===== config.mk =====
export PLATFORM = sky130hd
export DESIGN_NAME = slice_irq_ctrl
export DESIGN_NICKNAME = d
export VERILOG_FILES = /design/src/rtl/slice_irq_pkg.sv /design/src/rtl/slice_irq_src.sv /design/src/rtl/slice_cap_buf.sv /design/src/rtl/slice_irq_regif.sv /design/src/rtl/slice_irq_ctrl.sv
export SDC_FILE = /design/constraint.sdc
export NUM_CORES = 1
export LEC_CHECK = 0
export ABC_AREA = 1
export BUFFER_PORTS_ARGS = -buffer_cell sky130_fd_sc_hd__buf_2
export CORE_UTILIZATION = 49
export CTS_CLUSTER_DIAMETER = 120
export CTS_CLUSTER_SIZE = 20
export DETAILED_ROUTE_END_ITERATION = 8
export PLACE_DENSITY = 0.82
export RECOVER_POWER = 100
export SKIP_LAST_GASP = 1
export SLEW_MARGIN = 40
export SYNTH_ARGS = -nofsm -noshare
export SYNTH_HDL_FRONTEND = slang
export SYNTH_SLANG_ARGS = --single-unit

===== constraint.sdc =====
create_clock -name clk -period 1.6 [get_ports clk]
set_clock_uncertainty 0.2 [all_clocks]
set_input_delay 0.32 -clock clk [delete_from_list [all_inputs] [get_ports clk]]
set_output_delay 0.32 -clock clk [all_outputs]
set_load 0.01 [all_outputs]

===== src/rtl/slice_irq_pkg.sv =====
`timescale 1ns/1ps
// Shared constants, types and bit-placement helpers for the sliced-data
// interrupt controller. Assumes an 8-bit register bus with sources placed
// on even data bits.
package slice_irq_pkg;

    localparam int REG_AW     = 8;
    localparam int REG_DW     = 8;
    localparam int NUM_SRC    = 4;
    localparam int SRC_STRIDE = 2;

    localparam logic [REG_AW-1:0] ADDR_STATUS  = 8'h4E;
    localparam logic [REG_AW-1:0] ADDR_CLEAR   = 8'h4F;
    localparam logic [REG_AW-1:0] ADDR_MASK    = 8'h50;
    localparam logic [REG_AW-1:0] ADDR_RELEASE = 8'h78;
    localparam logic [REG_AW-1:0] ADDR_CAPBUF  = 8'h79;

    typedef enum int unsigned {
        SRC_CAPTION  = 0,
        SRC_COPYGEN  = 1,
        SRC_GUIDE    = 2,
        SRC_TIMECODE = 3
    } src_e;

    typedef struct packed {
        logic              wr;
        logic              rd;
        logic [REG_AW-1:0] addr;
        logic [REG_DW-1:0] wdata;
    } host_req_t;

    // Place one flag per source on its register bit.
    function automatic logic [REG_DW-1:0] spread(input logic [NUM_SRC-1:0] v);
        logic [REG_DW-1:0] r;
        r = '0;
        for (int i = 0; i < NUM_SRC; i++) r[i*SRC_STRIDE] = v[i];
        return r;
    endfunction

    // Pick one flag per source out of a register data word.
    function automatic logic [NUM_SRC-1:0] gather(input logic [REG_DW-1:0] d);
        logic [NUM_SRC-1:0] r;
        for (int i = 0; i < NUM_SRC; i++) r[i] = d[i*SRC_STRIDE];
        return r;
    endfunction

endpackage


===== src/rtl/slice_irq_src.sv =====
`timescale 1ns/1ps
// One interrupt source: a sticky status bit and its mask bit.
// Priority for the status bit: a set beats a clear, and a clear beats the
// implicit clear that an unmask causes.
// Assumes set_i is a single-cycle event and the mask write is decoded upstream.
module slice_irq_src (
    input  logic clk,
    input  logic rst_n,
    input  logic set_i,
    input  logic clr_i,
    input  logic mask_wr_i,
    input  logic mask_d_i,
    output logic stat_o,
    output logic mask_o,
    output logic req_o
);
    logic stat_q;
    logic mask_q;
    logic unmask;

    // Purpose: detect a 0-to-1 mask transition.
    always_comb unmask = mask_wr_i & mask_d_i & ~mask_q;

    // Purpose: hold the mask bit.
    always_ff @(posedge clk) begin
        if (!rst_n)         mask_q <= 1'b0;
        else if (mask_wr_i) mask_q <= mask_d_i;
    end

    // Purpose: sticky status with set-over-clear priority.
    always_ff @(posedge clk) begin
        if (!rst_n)                stat_q <= 1'b0;
        else if (set_i)            stat_q <= 1'b1;
        else if (clr_i || unmask)  stat_q <= 1'b0;
    end

    assign stat_o = stat_q;
    assign mask_o = mask_q;
    assign req_o  = stat_q & mask_q;
endmodule


===== src/rtl/slice_cap_buf.sv =====
`timescale 1ns/1ps
// Caption readback buffer. It latches the payload on a detection only while
// empty, and stays frozen until a release clears the available flag.
// Assumes data_i is valid in the cycle det_i is high.
module slice_cap_buf #(
    parameter int CAP_W = 16
) (
    input  logic             clk,
    input  logic             rst_n,
    input  logic             det_i,
    input  logic [CAP_W-1:0] data_i,
    input  logic             rel_i,
    output logic             capture_o,
    output logic             avail_o,
    output logic [CAP_W-1:0] buf_o
);
    logic             avail_q;
    logic [CAP_W-1:0] buf_q;

    // Purpose: accept a caption only into an empty buffer.
    always_comb capture_o = det_i & ~avail_q;

    // Purpose: available flag, set on capture and cleared on release.
    always_ff @(posedge clk) begin
        if (!rst_n)         avail_q <= 1'b0;
        else if (capture_o) avail_q <= 1'b1;
        else if (rel_i)     avail_q <= 1'b0;
    end

    // Purpose: payload storage, written only on capture.
    always_ff @(posedge clk) begin
        if (!rst_n)         buf_q <= '0;
        else if (capture_o) buf_q <= data_i;
    end

    assign avail_o = avail_q;
    assign buf_o   = buf_q;
endmodule


===== src/rtl/slice_irq_regif.sv =====
`timescale 1ns/1ps
// Host register decode and registered read mux.
// Assumes one access per strobe. Read data appears one cycle after the read.
module slice_irq_regif
    import slice_irq_pkg::*;
#(
    parameter int CAP_W = 16
) (
    input  logic                clk,
    input  logic                rst_n,
    input  host_req_t           req,
    input  logic [NUM_SRC-1:0]  stat_i,
    input  logic [NUM_SRC-1:0]  mask_i,
    input  logic                avail_i,
    input  logic [CAP_W-1:0]    cap_buf_i,
    output logic [NUM_SRC-1:0]  clr_o,
    output logic                mask_wr_o,
    output logic [NUM_SRC-1:0]  mask_d_o,
    output logic                rel_o,
    output logic [REG_DW-1:0]   rdata_o
);
    localparam int CAP_BYTES = (CAP_W + REG_DW - 1) / REG_DW;

    logic [CAP_BYTES*REG_DW-1:0] cap_pad;
    logic [REG_DW-1:0]           rd_mux;
    logic [REG_DW-1:0]           rdata_q;

    // Purpose: decode writes into per-source clear, mask and release strobes.
    always_comb begin
        clr_o     = (req.wr && req.addr == ADDR_CLEAR) ? gather(req.wdata) : '0;
        mask_wr_o = req.wr && req.addr == ADDR_MASK;
        mask_d_o  = gather(req.wdata);
        rel_o     = req.wr && req.addr == ADDR_RELEASE && req.wdata[0];
    end

    // Purpose: zero-extend the buffer to a whole number of bytes.
    always_comb begin
        cap_pad             = '0;
        cap_pad[CAP_W-1:0]  = cap_buf_i;
    end

    // Purpose: select read data by address.
    always_comb begin
        rd_mux = '0;
        case (req.addr)
            ADDR_STATUS:  rd_mux = spread(stat_i);
            ADDR_MASK:    rd_mux = spread(mask_i);
            ADDR_RELEASE: rd_mux = {{(REG_DW-1){1'b0}}, avail_i};
            default:      rd_mux = '0;
        endcase
        for (int k = 0; k < CAP_BYTES; k++) begin
            if (req.addr == ADDR_CAPBUF + REG_AW'(k))
                rd_mux = cap_pad[k*REG_DW +: REG_DW];
        end
    end

    // Purpose: register read data on a read strobe.
    always_ff @(posedge clk) begin
        if (!rst_n)      rdata_q <= '0;
        else if (req.rd) rdata_q <= rd_mux;
    end

    assign rdata_o = rdata_q;
endmodule


===== src/rtl/slice_irq_ctrl.sv =====
`timescale 1ns/1ps
// Top level of the sliced-data interrupt controller: four sticky sources,
// a caption readback buffer with its own release, and a host register port.
// Assumes one-cycle detection pulses from the slicer and a synchronous host.
module slice_irq_ctrl
    import slice_irq_pkg::*;
#(
    parameter int CAP_W = 16
) (
    input  logic               clk,
    input  logic               rst_n,
    input  logic               host_wr,
    input  logic               host_rd,
    input  logic [REG_AW-1:0]  host_addr,
    input  logic [REG_DW-1:0]  host_wdata,
    output logic [REG_DW-1:0]  host_rdata,
    input  logic [NUM_SRC-1:0] slc_det,
    input  logic [CAP_W-1:0]   slc_cap_data,
    output logic               irq
);
    host_req_t          req;
    logic [NUM_SRC-1:0] set_vec;
    logic [NUM_SRC-1:0] clr_hit;
    logic [NUM_SRC-1:0] mask_d;
    logic [NUM_SRC-1:0] stat_q;
    logic [NUM_SRC-1:0] mask_q;
    logic [NUM_SRC-1:0] req_vec;
    logic               mask_wr;
    logic               rel_hit;
    logic               cap_capture;
    logic               cap_avail;
    logic [CAP_W-1:0]   cap_buf;

    // Purpose: bundle the host strobes.
    always_comb req = '{wr: host_wr, rd: host_rd, addr: host_addr, wdata: host_wdata};

    slice_cap_buf #(.CAP_W(CAP_W)) u_cap (
        .clk       (clk),
        .rst_n     (rst_n),
        .det_i     (slc_det[SRC_CAPTION]),
        .data_i    (slc_cap_data),
        .rel_i     (rel_hit),
        .capture_o (cap_capture),
        .avail_o   (cap_avail),
        .buf_o     (cap_buf)
    );

    // Purpose: caption status follows captures; the others follow raw pulses.
    always_comb begin
        set_vec              = slc_det;
        set_vec[SRC_CAPTION] = cap_capture;
    end

    for (genvar g = 0; g < NUM_SRC; g++) begin : g_src
        slice_irq_src u_src (
            .clk       (clk),
            .rst_n     (rst_n),
            .set_i     (set_vec[g]),
            .clr_i     (clr_hit[g]),
            .mask_wr_i (mask_wr),
            .mask_d_i  (mask_d[g]),
            .stat_o    (stat_q[g]),
            .mask_o    (mask_q[g]),
            .req_o     (req_vec[g])
        );
    end

    slice_irq_regif #(.CAP_W(CAP_W)) u_regif (
        .clk       (clk),
        .rst_n     (rst_n),
        .req       (req),
        .stat_i    (stat_q),
        .mask_i    (mask_q),
        .avail_i   (cap_avail),
        .cap_buf_i (cap_buf),
        .clr_o     (clr_hit),
        .mask_wr_o (mask_wr),
        .mask_d_o  (mask_d),
        .rel_o     (rel_hit),
        .rdata_o   (host_rdata)
    );

    // Purpose: combine masked requests into the interrupt line.
    always_comb irq = |req_vec;
endmodule


==> run summary <==
Port buffer count -> 44
CTS tree -> yes
Worst stage delay on the critical path -> 400 ps
Slowest CP cell -> dfxtp_1
Post-synthesis sequential area ratio -> 39.6%
Total GRT Usage -> 23.6%
Fmax -> 0.641 GHz
Tightest Pin Transition -> 502 ps
Type of the most critical hold path -> input pin to flip-flop
Pwr per Cell Area -> 888 mW/mm^2
Core Util, Final -> 63.3%
Antenna fix cells -> 0
Setup WS pre-CTS -> 30.1 ps
Initial antenna violation count -> 0
Clock Latency Late Sink -> 350 ps
Initial Util -> 53.0%
Final setup margin -> 39.5 ps
Layout Cells excl Fill -> 332
Longest Clk Path Bufs -> 2
Vias per cell -> 5.02
Synth top area cells -> dfxtp_1, nand3_1, nor2_1
Gate power share -> 12.7%
TritonCTS buffer count -> 5
DRT iter0 DRCs -> 61
Die Wd -> 60.4 um
RSZ-0062 raised after global routing -> false
Die area -> 0.00365 sq mm
Final net count -> 327
Largest net degree at the start of global routing -> 22
Delay-heaviest family, CP -> flip-flops
Lkg Pwr -> 0.923 nW
First-pass GRT wire length -> 6.29 mm
Crit path kind -> flip-flop to output pin
Cell taking the most area after synthesis -> dfxtp_1
Syn Inst Count -> 234
DP HPWL -> 2.80 mm
Num Clock Sinks -> 33
Routed len/inst -> 11.5 um
Sw power -> 0.000478 W
Total Routed Length -> 3.83 mm
Tmin final -> 1560 ps
Final Cycle Share -> 97.5%
Peak VDD IR -> 0.000575 V
Worst EP required -> 1080 ps
Critical Path AT -> 1040 ps
Clock power share -> 36.5%
First-pass DRT Iterations -> 4
Drt drc -> 0
Library cells used by synthesis -> 24
Status -> finished, final reports clean
Final setup viols -> 0
Setup_tns -> 0 ps
Sequential Area -> 663 sq um
Slew headroom -> 66.4%
Via Count -> 1667
Int Pwr -> 0.00129 W
Final RePlAce weighted congestion -> 0.850
Synth-to-layout area growth -> 19.4%
Post-Syn Area -> 0.00167 sq mm
Warning count from the yosys run -> 0
CTS Root Cell -> clkbuf_4
Sw Share -> 27.0%
Clock-pin slew on the worst setup and hold paths -> 120 ps
Flop pwr share -> 50.8%
CP endpoint kind -> output pin
Filler cells -> 333
Final Hold Viols -> 0
CTS H-Tree Depth -> 2
Max Slew Vio Count -> 0
Grt ovf -> 0
Seq cells post-synth -> 33
Post-synth net total -> 274
IO Pins -> 49
CORE AREA -> 0.00315 sq mm
Startpoint Class -> flip-flop
Crit path buf inv count -> 1
Share of layout cells above drive strength 1 -> 22.9%
Row count -> 20
Placed cell count -> 321
Multi-input logic area -> 827 sq um
Share of the synthesized area in the top cell type -> 39.6%
Count of max-cap constraint violations -> 0
Crit-path cells -> nand2_1 > nand4_1 > clkbuf_2
Post-Synthesis Mean Instance Area -> 7.14 sq um
Crit-path max FO -> 4
Vias in the first global route -> 1502
Detail Route Antenna Nets -> 0
Vert. Die Dim -> 60.4 um
## synthesized netlist by cell type
master,count
a21oi_1,10
nand2_4,3
nor2_1,41
buf_8,1
a21oi_2,2
nand2_1,34
nor3_1,1
o21ai_0,21
nand2_2,5
o21ai_1,2
nor2_8,2
nand3_1,31
nor2_4,4
nor2_2,1
buf_2,1
inv_1,20
clkbuf_1,4
clkbuf_8,1
dfxtp_1,33
nand3b_1,3
inv_2,4
a31oi_1,4
o21ai_2,2
nand4_1,4
## path summary, 6_finish.rpt
| check | startpoint | end | slack, ps | cells past startpoint |
|---|---|---|---|---|
| setup / recovery | g_src[3].u_src.mask_o$_SDFFE_PN0N_ | irq | 40 | 3 |
| hold / removal | slc_cap_data[13] | u_cap.buf_o[13]$_SDFFE_PN0P_ | 4 | 3 |
| setup reg to reg | u_cap.avail_o$_SDFFE_PN0P_ | u_cap.buf_o[4]$_SDFFE_PN0P_ | 230 | 5 |
| hold reg to reg | u_regif.rdata_o[4]$_SDFFE_PN0P_ | u_regif.rdata_o[4]$_SDFFE_PN0P_ | 270 | 2 |
## area by class of cell
class	count	share of cell area [%]
Multi-Input combinational cell	170	41.5
Tap cell	44	2.76
Timing Repair Buffer	53	13.8
Inverter	24	4.52
Clock inverter	3	2.32
Clock buffer	5	1.88
Sequential cell	33	33.2
## metrics by stage
step | total power, W | hold WS, ps | instance area (sq um)
after floorplan | 0.00106 | 237 | 1670
after global placement | 0.00114 | 258 | 1940
after detailed placement | 0.00115 | 261 | 1940
after CTS | 0.00178 | 4.95 | 2060
after global routing | 0.00184 | 30.2 | 1990
final | 0.00177 | 3.94 | 1990
## what timing repair did
| action | in CTS | in global routing |
|---|---|---|
| setup endpoints to repair | 0 | 1 |
| endpoints found under the hold margin | 3 | 0 |
| setup buffers | 0 | 0 |
| resized for setup | 0 | 2 |
| hold buffers | 3 | 0 |
## power by group through the flow
stage | Combinational (W) | Sequential (W) | Clock [W]
finish | 0.000226 | 0.000899 | 0.000645
global route | 0.000258 | 0.000904 | 0.000676
CTS | 0.000238 | 0.000899 | 0.000645
detailed placement | 0.000232 | 0.000917 | 0
global placement | 0.000225 | 0.000915 | 0
floorplan | 0.000143 | 0.000913 | 0
## worst register-to-register path, cell delays in order (launching register included)
cell	delay, ps
dfxtp_1	340
inv_1	60
nand2_1	160
clkbuf_2	230
o21ai_0	210
nor2_1	50
## flip-flops by register name, summed over array words and instances (netlist names)
name / cells
u_cap.buf_o: 16
u_regif.rdata_o: 8
g_src.u_src.mask_o: 4
g_src.u_src.stat_o: 4
u_cap.avail_o: 1
## per-layer routing
layer	up-vias	part of all wire, %	GRT usage (%)
li1	870	-	-
met1	739	45	28.9
met2	51	48	39.4
met3	7	5.1	5.76
met4	0	1.3	9.97
met5	-	0	0
## cell usage in the layout (no fill, tap or decap), drive strengths merged
cell and n:
o21ai 25, clkbuf 17, dlygate4sd3 3, nand3 31, nor2 48, clkinvlp 1, dfxtp 33, inv 24
nand2 42, buf 38, a31oi 4, nor3 1, a21oi 12, bufinv 1, nand3b 3, clkinv 1
nand4 4
## kinds of logic (layout without fill, tap and decap cells)
group,Yosys count,count (layout),synth area share (%)
AO/OA/AOI/OAI,41,41,13.5
buffers and inverters,31,85,8.31
flip-flops,33,33,39.6
AND/OR/NAND/NOR,129,129,38.7
Power figures use the tool's default switching activity.
